**src/rtl/xfer_pkg.sv**
```systemverilog
package xfer_pkg;
  localparam int DATA_W = 16;
  localparam int CTL_W  = 4;

  // control field bit positions
  localparam int CTL_EN     = 0;
  localparam int CTL_WORD   = 1;
  localparam int CTL_DSTINC = 2;
  localparam int CTL_CONT   = 3;

  // register port field codes
  localparam logic [1:0] SEL_SRC = 2'd0;
  localparam logic [1:0] SEL_DST = 2'd1;
  localparam logic [1:0] SEL_CNT = 2'd2;
  localparam logic [1:0] SEL_CTL = 2'd3;

  typedef enum logic [1:0] {ENG_IDLE, ENG_RD, ENG_WR} eng_state_e;

  // pointer advance for one item
  function automatic logic [1:0] item_step(input logic word);
    return word ? 2'd2 : 2'd1;
  endfunction

  // can a channel with this control/count move data now
  function automatic logic can_move(input logic [CTL_W-1:0] ctl, input logic cnt_zero);
    return ctl[CTL_EN] && (ctl[CTL_CONT] || !cnt_zero);
  endfunction
endpackage

```
**src/rtl/xfer_pick.sv**
```systemverilog
module xfer_pick #(
  parameter int NCH = 8,
  localparam int CH_W = (NCH > 1) ? $clog2(NCH) : 1
) (
  input  logic [NCH-1:0]  pend,
  output logic            any,
  output logic [CH_W-1:0] idx
);
  always_comb begin
    any = |pend;
    idx = '0;
    for (int i = NCH - 1; i >= 0; i--) begin
      if (pend[i]) idx = CH_W'(i);
    end
  end
endmodule

```
**src/rtl/xfer_chan_regs.sv**
```systemverilog
module xfer_chan_regs import xfer_pkg::*; #(
  parameter int NCH = 8,
  parameter int AW  = 16,
  parameter int CW  = 8,
  localparam int CH_W = (NCH > 1) ? $clog2(NCH) : 1
) (
  input  logic             clk,
  input  logic             rst_n,
  input  logic             cfg_we,
  input  logic [CH_W-1:0]  cfg_ch,
  input  logic [1:0]       cfg_sel,
  input  logic [AW-1:0]    cfg_wdata,
  output logic [AW-1:0]    cfg_rdata,
  input  logic             upd_evt,
  input  logic [CH_W-1:0]  eng_ch,
  output logic [AW-1:0]    cur_src,
  output logic [AW-1:0]    cur_dst,
  output logic [CW-1:0]    cur_cnt,
  output logic [CTL_W-1:0] cur_ctl,
  output logic [NCH-1:0]   svc_ok
);
  logic [AW-1:0]    src_q [NCH];
  logic [AW-1:0]    dst_q [NCH];
  logic [CW-1:0]    cnt_q [NCH];
  logic [CTL_W-1:0] ctl_q [NCH];

  for (genvar g = 0; g < NCH; g++) begin : g_chan
    logic hit, wsel;
    logic [AW-1:0] step;
    assign hit  = upd_evt && (eng_ch == CH_W'(g));
    assign wsel = cfg_we && (cfg_ch == CH_W'(g));
    assign step = AW'(item_step(ctl_q[g][CTL_WORD]));

    always_ff @(posedge clk or negedge rst_n) begin
      if (!rst_n) begin
        src_q[g] <= '0;
        dst_q[g] <= '0;
        cnt_q[g] <= '0;
        ctl_q[g] <= '0;
      end else begin
        if (hit) begin
          if (ctl_q[g][CTL_DSTINC]) dst_q[g] <= dst_q[g] + step;
          else                      src_q[g] <= src_q[g] + step;
          if (!ctl_q[g][CTL_CONT])  cnt_q[g] <= cnt_q[g] - 1'b1;
        end
        if (wsel) begin
          case (cfg_sel)
            SEL_SRC: src_q[g] <= cfg_wdata;
            SEL_DST: dst_q[g] <= cfg_wdata;
            SEL_CNT: cnt_q[g] <= cfg_wdata[CW-1:0];
            default: ctl_q[g] <= cfg_wdata[CTL_W-1:0];
          endcase
        end
      end
    end

    assign svc_ok[g] = can_move(ctl_q[g], cnt_q[g] == '0);
  end

  assign cur_src = src_q[eng_ch];
  assign cur_dst = dst_q[eng_ch];
  assign cur_cnt = cnt_q[eng_ch];
  assign cur_ctl = ctl_q[eng_ch];

  always_comb begin
    case (cfg_sel)
      SEL_SRC: cfg_rdata = src_q[cfg_ch];
      SEL_DST: cfg_rdata = dst_q[cfg_ch];
      SEL_CNT: cfg_rdata = AW'(cnt_q[cfg_ch]);
      default: cfg_rdata = AW'(ctl_q[cfg_ch]);
    endcase
  end

  // the engine never finishes a move on an exhausted, non-continuous channel
  assert_live_count_R6: assert property (@(posedge clk) disable iff (!rst_n)
    upd_evt |-> (cur_ctl[CTL_CONT] || cur_cnt != '0));

  // a completed move shifts exactly one of the two pointers
  assert_one_ptr_moves_R5: assert property (@(posedge clk) disable iff (!rst_n)
    (upd_evt && !cfg_we) |=> ((cur_src != $past(cur_src)) != (cur_dst != $past(cur_dst))));
endmodule

```
**src/rtl/xfer_engine.sv**
```systemverilog
module xfer_engine import xfer_pkg::*; #(
  parameter int NCH = 8,
  parameter int AW  = 16,
  localparam int CH_W = (NCH > 1) ? $clog2(NCH) : 1
) (
  input  logic              clk,
  input  logic              rst_n,
  input  logic [NCH-1:0]    req_i,
  input  logic              cfg_we,
  input  logic [NCH-1:0]    svc_ok,
  input  logic [AW-1:0]     cur_src,
  input  logic [AW-1:0]     cur_dst,
  input  logic [CTL_W-1:0]  cur_ctl,
  input  logic [DATA_W-1:0] mem_rdata,
  output logic              mem_req,
  output logic              mem_we,
  output logic              mem_word,
  output logic [AW-1:0]     mem_addr,
  output logic [DATA_W-1:0] mem_wdata,
  output logic [NCH-1:0]    irq_o,
  output logic              busy_o,
  output logic [CH_W-1:0]   eng_ch,
  output logic              done_evt
);
  eng_state_e      st_q;
  logic [NCH-1:0]  pend_q, clr_vec, irq_q;
  logic [CH_W-1:0] cur_q, pick_idx;
  logic            pick_any, grant_evt;

  xfer_pick #(.NCH(NCH)) u_pick (
    .pend (pend_q),
    .any  (pick_any),
    .idx  (pick_idx)
  );

  assign grant_evt = (st_q == ENG_IDLE) && pick_any && !cfg_we;
  assign clr_vec   = grant_evt ? (NCH'(1) << pick_idx) : '0;

  always_ff @(posedge clk or negedge rst_n) begin
    if (!rst_n) begin
      st_q   <= ENG_IDLE;
      pend_q <= '0;
      irq_q  <= '0;
      cur_q  <= '0;
    end else begin
      pend_q <= (pend_q & ~clr_vec) | req_i;
      irq_q  <= '0;
      case (st_q)
        ENG_IDLE: if (grant_evt) begin
          if (svc_ok[pick_idx]) begin
            st_q  <= ENG_RD;
            cur_q <= pick_idx;
          end else begin
            irq_q <= clr_vec;
          end
        end
        ENG_RD:  st_q <= ENG_WR;
        default: st_q <= ENG_IDLE;
      endcase
    end
  end

  assign eng_ch    = cur_q;
  assign done_evt  = (st_q == ENG_WR);
  assign busy_o    = (st_q != ENG_IDLE);
  assign mem_req   = busy_o;
  assign mem_we    = done_evt;
  assign mem_word  = cur_ctl[CTL_WORD];
  assign mem_addr  = (st_q == ENG_RD) ? cur_src : cur_dst;
  assign mem_wdata = mem_word ? mem_rdata : {8'h00, mem_rdata[7:0]};
  assign irq_o     = irq_q;

  // every read cycle is followed at once by its write cycle
  assert_rd_then_wr_R3: assert property (@(posedge clk) disable iff (!rst_n)
    (mem_req && !mem_we) |=> (mem_req && mem_we));

  // forwarded interrupts come one channel at a time
  assert_irq_single_R7: assert property (@(posedge clk) disable iff (!rst_n)
    $onehot0(irq_o));

  // a forwarded interrupt never coincides with bus activity
  assert_irq_quiet_bus_R7: assert property (@(posedge clk) disable iff (!rst_n)
    (|irq_o) |-> !mem_req);

  // an idle engine stays idle across a register write cycle
  assert_hold_on_cfg_R9: assert property (@(posedge clk) disable iff (!rst_n)
    (cfg_we && !busy_o) |=> !busy_o);
endmodule

```
**src/rtl/evt_xfer_ctrl.sv**
```systemverilog
module evt_xfer_ctrl import xfer_pkg::*; #(
  parameter int NCH = 8,
  parameter int AW  = 16,
  parameter int CW  = 8,
  localparam int CH_W = (NCH > 1) ? $clog2(NCH) : 1
) (
  input  logic              clk,
  input  logic              rst_n,
  input  logic [NCH-1:0]    req_i,
  input  logic              cfg_we,
  input  logic [CH_W-1:0]   cfg_ch,
  input  logic [1:0]        cfg_sel,
  input  logic [AW-1:0]     cfg_wdata,
  output logic [AW-1:0]     cfg_rdata,
  output logic              mem_req,
  output logic              mem_we,
  output logic              mem_word,
  output logic [AW-1:0]     mem_addr,
  output logic [DATA_W-1:0] mem_wdata,
  input  logic [DATA_W-1:0] mem_rdata,
  output logic [NCH-1:0]    irq_o,
  output logic              busy_o
);
  logic [NCH-1:0]   svc_ok;
  logic [AW-1:0]    cur_src, cur_dst;
  logic [CW-1:0]    cur_cnt;
  logic [CTL_W-1:0] cur_ctl;
  logic [CH_W-1:0]  eng_ch;
  logic             done_evt;

  xfer_chan_regs #(.NCH(NCH), .AW(AW), .CW(CW)) u_regs (
    .clk       (clk),
    .rst_n     (rst_n),
    .cfg_we    (cfg_we),
    .cfg_ch    (cfg_ch),
    .cfg_sel   (cfg_sel),
    .cfg_wdata (cfg_wdata),
    .cfg_rdata (cfg_rdata),
    .upd_evt   (done_evt),
    .eng_ch    (eng_ch),
    .cur_src   (cur_src),
    .cur_dst   (cur_dst),
    .cur_cnt   (cur_cnt),
    .cur_ctl   (cur_ctl),
    .svc_ok    (svc_ok)
  );

  xfer_engine #(.NCH(NCH), .AW(AW)) u_eng (
    .clk       (clk),
    .rst_n     (rst_n),
    .req_i     (req_i),
    .cfg_we    (cfg_we),
    .svc_ok    (svc_ok),
    .cur_src   (cur_src),
    .cur_dst   (cur_dst),
    .cur_ctl   (cur_ctl),
    .mem_rdata (mem_rdata),
    .mem_req   (mem_req),
    .mem_we    (mem_we),
    .mem_word  (mem_word),
    .mem_addr  (mem_addr),
    .mem_wdata (mem_wdata),
    .irq_o     (irq_o),
    .busy_o    (busy_o),
    .eng_ch    (eng_ch),
    .done_evt  (done_evt)
  );
endmodule

```
**config.mk**
```make
export PLATFORM = sky130hd
export DESIGN_NAME = evt_xfer_ctrl
export DESIGN_NICKNAME = d
export VERILOG_FILES = /design/src/rtl/xfer_pkg.sv /design/src/rtl/xfer_pick.sv /design/src/rtl/xfer_chan_regs.sv /design/src/rtl/xfer_engine.sv /design/src/rtl/evt_xfer_ctrl.sv
export SDC_FILE = /design/constraint.sdc
export NUM_CORES = 1
export LEC_CHECK = 0
export ABC_AREA = 1
export BUFFER_PORTS_ARGS = -buffer_cell sky130_fd_sc_hd__buf_2
export CAP_MARGIN = 25
export CORE_MARGIN = 4
export CORE_UTILIZATION = 30
export CTS_BUF_LIST = sky130_fd_sc_hd__clkbuf_4 sky130_fd_sc_hd__clkbuf_8
export DETAILED_ROUTE_END_ITERATION = 16
export PLACE_DENSITY = 0.43
export SETUP_SLACK_MARGIN = 0.5
export SYNTH_ARGS = -nofsm -noshare
export SYNTH_HDL_FRONTEND = slang
export SYNTH_HIERARCHICAL = 1
export SYNTH_SLANG_ARGS = --single-unit
```
**constraint.sdc**
```tcl
create_clock -name clk -period 2.6 [get_ports clk]
set_clock_uncertainty 0.2 [all_clocks]
set_input_delay 0.26 -clock clk [delete_from_list [all_inputs] [get_ports clk]]
set_output_delay 0.26 -clock clk [all_outputs]
set_load 0.02 [all_outputs]
```
==> results.ini, run 1 <==
[global_route]
gr-usage-met1_pct = 44.01
grt_pass1_wl_mm = 216.0
grt_max_degree = 61
met3_usage_pct = 5.888
grt_pass1_vias = 30350
gr-total-overflow = 0
antenna_found_initial = 1
grtUsageMet2_pct = 45.58
globalRouteTotalUtil_pct = 30.99
top_usage_layer = met2

[cells_and_area]
drive_gt1_share_pct = 27.33
syn_to_final_growth_pct = 40.62
final_cell_mix = nand2_1, inv_1, dfrtp_1
register_area_sq_um = 9385
layout_commonest_cell = nand2_1
multi_input_area_sq_um = 17710
final_cell_area_sq_um = 38200
fin_nets = 4732
fillers = 9418
fin_cells = 5862

[min_path]
holdCritPathClass = in -> reg
whs_endpoint = u_regs/cnt_q[9]$_DFF_PN0_
hold_path.startpoint = cfg_sel[1]
hold_depth = 6

[critical_path]
setup.worst_path.start_class = register
rr_startpoint = u_regs/ctl_q[25]$_DFFE_PN0P_
regToRegEndpoint = u_regs/dst_q[106]$_DFF_PN0_
critPathArrivalTime_ns = 2.65
cp_slowest_cell = dfrtp_2
cpPeakStageDelay_ns = 0.42
path_max_fanout = 5
worst-path-buf-inv = 5
r2r_slack_ns = -0.01
path_cells = buf_12, nor2_4, buf_6, buf_12, buf_16, a21oi_1, a31oi_1, nand2_1, nand2_2, buf_6
path_class = reg -> out
critPathTopFamily = buffers and inverters
worst_ep_required_time_ns = 2.14
critical_path.endpoint_type = output port
r2r_cells = 14

[cts]
path_clk_slew_ns = 0.07
root_buffer = clkbuf_8
cts_buffers = 82
cts_sinks = 373
cts.path.max_buffers = 3
tritoncts = yes
clock_latency_ns = 0.72
cts_max_level = 3

[timing]
slew_headroom_pct = 34.81
rsz0062_at_grt = true
slew_viol_final = 0
worstMarginPinSlew_ns = 0.9742
setup_viol = 32
worst_slack_ns = -0.5068
fin_crit_ns = 3.107
clock.fmax_mhz = 321.9
fin_hold_ws_ns = 0.06789
timing.final.crit_share_pct = 119.5
hold_viol = 0

[placed_design]
numPortBuffers = 91
place_area_sq_um = 31200
dp_hpwl_mm = 113.2
place_congestion = 0.9796
dp.cells = 5528

[floorplanning]
die_y_um = 308.9
start_util_pct = 30.22
num_rows = 110
die_x_um = 308.9
io_pins = 108
fp.coreArea_sq_um = 89870
dieArea_sq_um = 95420

[pwr]
power_density_nw_per_um2 = 731.8
p_total_mw = 27.95
p_leak_nw = 17.43
vdd_drop_max_mv = 0.4170

[synth]
syn_avg_cell_area_sq_um = 6.549
syn-num-nets = 4260
syn_area_sq_um = 27160
syn_inst = 4148
yosys_warnings = 6

[route]
drtIter0Drc = 3862
viasPerCell = 5.542
drcViolationCount = 0
via_count = 32490
wl_per_cell_um = 25.91
drt-total-wl_mm = 151.9
drt-pass1-iter-count = 8
ant_nets = 0

[status]
status = finished, violations left
violations = setup timing

[run]
max_cap_violations = 0

-- registers in the layout (all words and copies together), names as in the netlist --
register      cells
u_eng/pend_q      8
u_regs/src_q    128
u_eng/st_q        2
u_regs/cnt_q     64
u_regs/ctl_q     32
u_eng/irq_o       8
u_regs/dst_q    128
u_eng/eng_ch      3
-- per-layer routing --
layer | up-vias | part of all wire (%)
met1 | 15730 | 43
met5 | - | 0.056
met4 | 2 | 5.8
met3 | 371 | 9.2
li1 | 14670 | -
met2 | 1718 | 41
-- worst min-delay path: cells and delay by family --
family	cells	cell delay, ns
and+or+nand+nor	4	0.33
buffers and inverters	2	0.36
-- metrics by stage --
stage               setup slack, ns  TNS, ns  utilization, %
floorplan                    0.5000        0               -
finish                      -0.5068   -11.48           42.50
detailed placement          -0.1483   -2.133           34.72
global route                -0.5504   -13.85           42.50
global placement            -0.1051   -1.272           34.72
CTS                         -0.4983   -11.52           40.31
-- cell type report --
type,count,share of cell area [%]
Antenna cell,2,0.01310
Clock buffer,143,4.645
Clock inverter,5,0.07206
Inverter,571,5.844
Multi-Input combinational cell,3034,46.35
Sequential cell,373,24.57
Tap cell,1176,3.852
Timing Repair Buffer,558,14.65
-- what timing repair did --
item / CTS / global route
pin swaps: 143 / 220
hold endpoints to repair: 558 / 0
cloned: 10 / 4
resized for setup: 556 / 386
buffers inserted: 72 / 69
hold buffers: 29 / 0
endpoints found under the setup margin: 337 / 367
-- worst max path at each step --
| stage | from | end | depth (start not counted) |
|---|---|---|---|
| final | u_eng/eng_ch[0]$_DFFE_PN0P_ | mem_addr[2] | 10 |
| after global routing | u_eng/eng_ch[1]$_DFFE_PN0P_ | mem_addr[14] | 11 |
| after CTS | u_eng/eng_ch[1]$_DFFE_PN0P_ | mem_addr[9] | 9 |
| after detailed placement | u_eng/eng_ch[0]$_DFFE_PN0P_ | mem_addr[3] | 10 |
| after global placement | u_eng/eng_ch[0]$_DFFE_PN0P_ | mem_addr[8] | 10 |
| after floorplan | u_eng/eng_ch[0]$_DFFE_PN0P_ | mem_wdata[10] | 11 |
-- report_power, final --
group	internal, mW	total, mW	switching [mW]
Combinational	4.73	11.8	7.08
Clock	4.24	7.34	3.10
Sequential	7.01	8.80	1.79
Total	16.0	28.0	12.0
(Power assumes the default switching activity.)
==> run 2: changes to the inputs <==
--- a/config.mk
+++ b/config.mk
@@ -8,7 +8,6 @@
 export ABC_AREA = 1
 export BUFFER_PORTS_ARGS = -buffer_cell sky130_fd_sc_hd__buf_2
 export CAP_MARGIN = 25
-export CORE_MARGIN = 4
 export CORE_UTILIZATION = 30
 export CTS_BUF_LIST = sky130_fd_sc_hd__clkbuf_4 sky130_fd_sc_hd__clkbuf_8
 export DETAILED_ROUTE_END_ITERATION = 16
==> run 2 against run 1 <==
The run still ends with setup timing left. Register-to-register slack improved by 0.09 ns. Via count increased by 0.65%. Final cell count increased by 0.49%. Setup slack got worse by 0.024 ns. Non-clock buffer count increased by 42. Sequential share of layout area decreased by 0.37 points. First-iteration DRC count decreased by 9.8%. Flip-flop and latch count unchanged. Largest cell class unchanged. Hold slack got worse by 0.031 ns. Sequential power about the same. Critical path depth increased by 1. Critical path type unchanged.
==> results.ini, run 2 (same netlist as run 1, synthesis figures left out) <==
[cts]
tritoncts = yes  ; unchanged
path_clk_slew_ns = 0.06  ; was 0.07 ns
cts_buffers = 82  ; unchanged
clock_latency_ns = 0.76  ; was 0.72 ns
root_buffer = clkbuf_8  ; unchanged
cts_sinks = 373  ; unchanged
cts_max_level = 3  ; unchanged
cts.path.max_buffers = 3  ; unchanged

[critical_path]
rr_startpoint = u_eng/eng_ch[1]$_DFFE_PN0P_  ; was u_regs/ctl_q[25]$_DFFE_PN0P_
critPathArrivalTime_ns = 2.67  ; was 2.65 ns
path_max_fanout = 11  ; was 5
r2r_slack_ns = 0.08  ; was -0.01 ns
regToRegEndpoint = u_regs/src_q[85]$_DFF_PN0_  ; was u_regs/dst_q[106]$_DFF_PN0_
r2r_cells = 13  ; was 14
worst_ep_required_time_ns = 2.14  ; about the same
critical_path.endpoint_type = output port  ; unchanged
setup.worst_path.start_class = register  ; unchanged
path_class = reg -> out  ; unchanged

[floorplanning]
num_rows = 109  ; was 110
io_pins = 108  ; unchanged
die_y_um = 302.9  ; was 308.9 um
start_util_pct = 30.50  ; was 30.22%
die_x_um = 302.9  ; was 308.9 um
fp.coreArea_sq_um = 89060  ; was 89870 sq um
dieArea_sq_um = 91750  ; was 95420 sq um

[global_route]
globalRouteTotalUtil_pct = 32.95  ; was 30.99%
grt_max_degree = 52  ; was 61
antenna_found_initial = 4  ; was 1
gr-total-overflow = 0  ; unchanged
grt_pass1_wl_mm = 218.8  ; was 216.0 mm
grt_pass1_vias = 30580  ; was 30350

[route]
ant_nets = 0  ; unchanged
drt-total-wl_mm = 153.2  ; was 151.9 mm
via_count = 32700  ; was 32490
viasPerCell = 5.551  ; was 5.542
wl_per_cell_um = 26.01  ; was 25.91 um
drtIter0Drc = 3485  ; was 3862
drcViolationCount = 0  ; unchanged
drt-pass1-iter-count = 6  ; was 8

[cells_and_area]
fin_nets = 4773  ; was 4732
drive_gt1_share_pct = 28.96  ; was 27.33%
layout_commonest_cell = nand2_1  ; unchanged
top_regs = u_regs/dst_q: 128 flops, u_regs/src_q: 128 flops, u_regs/cnt_q: 64 flops  ; unchanged
syn_to_final_growth_pct = 42.75  ; was 40.62%
final_cell_area_sq_um = 38770  ; was 38200 sq um
final_cell_mix = nand2_1, inv_1, dfrtp_1  ; unchanged

[min_path]
hold_path.startpoint = req_i[5]  ; was cfg_sel[1]
whs_endpoint = u_eng/pend_q[5]$_DFF_PN0_  ; was u_regs/cnt_q[9]$_DFF_PN0_
hold_depth = 3  ; was 6
holdCritPathClass = in -> reg  ; unchanged

[timing]
rsz0062_at_grt = true  ; unchanged
setup_viol = 36  ; was 32
slew_viol_final = 0  ; unchanged
clock.fmax_mhz = 319.4  ; was 321.9 MHz
slew_headroom_pct = 28.95  ; was 34.81%
worst_slack_ns = -0.5312  ; was -0.5068 ns
worstMarginPinSlew_ns = 1.065  ; was 0.9742 ns
fin_setup_tns_ns = -12.96  ; was -11.48 ns
timing.final.crit_share_pct = 120.4  ; was 119.5%
fin_crit_ns = 3.131  ; was 3.107 ns
hold_viol = 0  ; unchanged

[pwr]
vdd_drop_max_mv = 0.4167  ; was 0.4170 mV
p_leak_nw = 17.84  ; was 17.43 nW
power_density_nw_per_um2 = 730.3  ; was 731.8 nW/um^2

[status]
status = finished, violations left  ; unchanged
violations = setup timing  ; unchanged

[run]
max_cap_violations = 0  ; unchanged

[placed_design]
numPortBuffers = 91  ; unchanged
dp_hpwl_mm = 112.4  ; was 113.2 mm
place_congestion = 1.002  ; was 0.9796
place_area_sq_um = 31180  ; was 31200 sq um

==> run 2: worst max path at each step <==
stage	slack, ns	end	start
after floorplan	0.50	mem_wdata[10]	u_eng/eng_ch[0]$_DFFE_PN0P_
after global placement	-0.09	mem_addr[10]	u_eng/eng_ch[1]$_DFFE_PN0P_
after detailed placement	-0.05	mem_addr[14]	u_eng/eng_ch[1]$_DFFE_PN0P_
after CTS	-0.53	mem_addr[0]	u_eng/eng_ch[1]$_DFFE_PN0P_
after global routing	-0.58	mem_addr[0]	u_eng/eng_ch[1]$_DFFE_PN0P_
final	-0.53	mem_addr[15]	u_eng/eng_ch[0]$_DFFE_PN0P_
==> run 2: through the flow <==
stage / cells / util, % / hold slack (ns) / total power, mW / setup slack (ns)
finish: 5891 / 43.54 / 0.03724 / 28.32 / -0.5312
global route: 5890 / 43.54 / 0.02243 / 29.58 / -0.5768
CTS: 5827 / 41.32 / 0.006542 / 27.32 / -0.5293
detailed placement: 5518 / 35.02 / 0.02913 / 17.16 / -0.05112
global placement: 5518 / 35.02 / 0.03505 / 17.20 / -0.09257
floorplan: 4148 / - / -0.2356 / 12.94 / 0.5000
==> run 2: what timing repair did <==
item,in CTS,in global routing
gates resized for setup,599,421
gates cloned,11,1
endpoints found under the setup margin,362,375
setup buffers,121,60
hold endpoints to repair,540,0
pin swaps,184,201
hold buffers,31,0
==> run 2: power by group <==
group / total, mW / internal, mW / switching [mW] / leakage [nW]
clock: 7.43 / 4.23 / 3.20 / 0.960
combinational: 12.1 / 4.82 / 7.23 / 12.3
sequential: 8.83 / 7.01 / 1.82 / 4.58
==> run 2: critical path, stage by stage, from the launching register on <==
cell and delay [ns]:
dfrtp_1 0.41, inv_2 0.06, buf_4 0.16, nand2_4 0.14
buf_12 0.19, buf_6 0.16, o22ai_1 0.09, nor3_2 0.29
a31oi_4 0.07, nand2_1 0.09, nand2_2 0.09, buf_6 0.14
==> run 2: final cells by class <==
type	count	area [sq um]
Clock buffer	137	1710
Fill cell	9251	50280
Clock inverter	9	85.08
Inverter	571	2206
Sequential cell	373	9383
Timing Repair Buffer	600	6017
Multi-Input combinational cell	3033	17910
Antenna cell	3	7.507
Tap cell	1165	1458
==> run 2: routing by layer <==
layer / GRT usage [%] / part of all wire, %
met3: 6.130 / 8.9
met1: 46.93 / 44
met5: 0 / 0
met2: 48.65 / 43
met4: 13.53 / 4.5
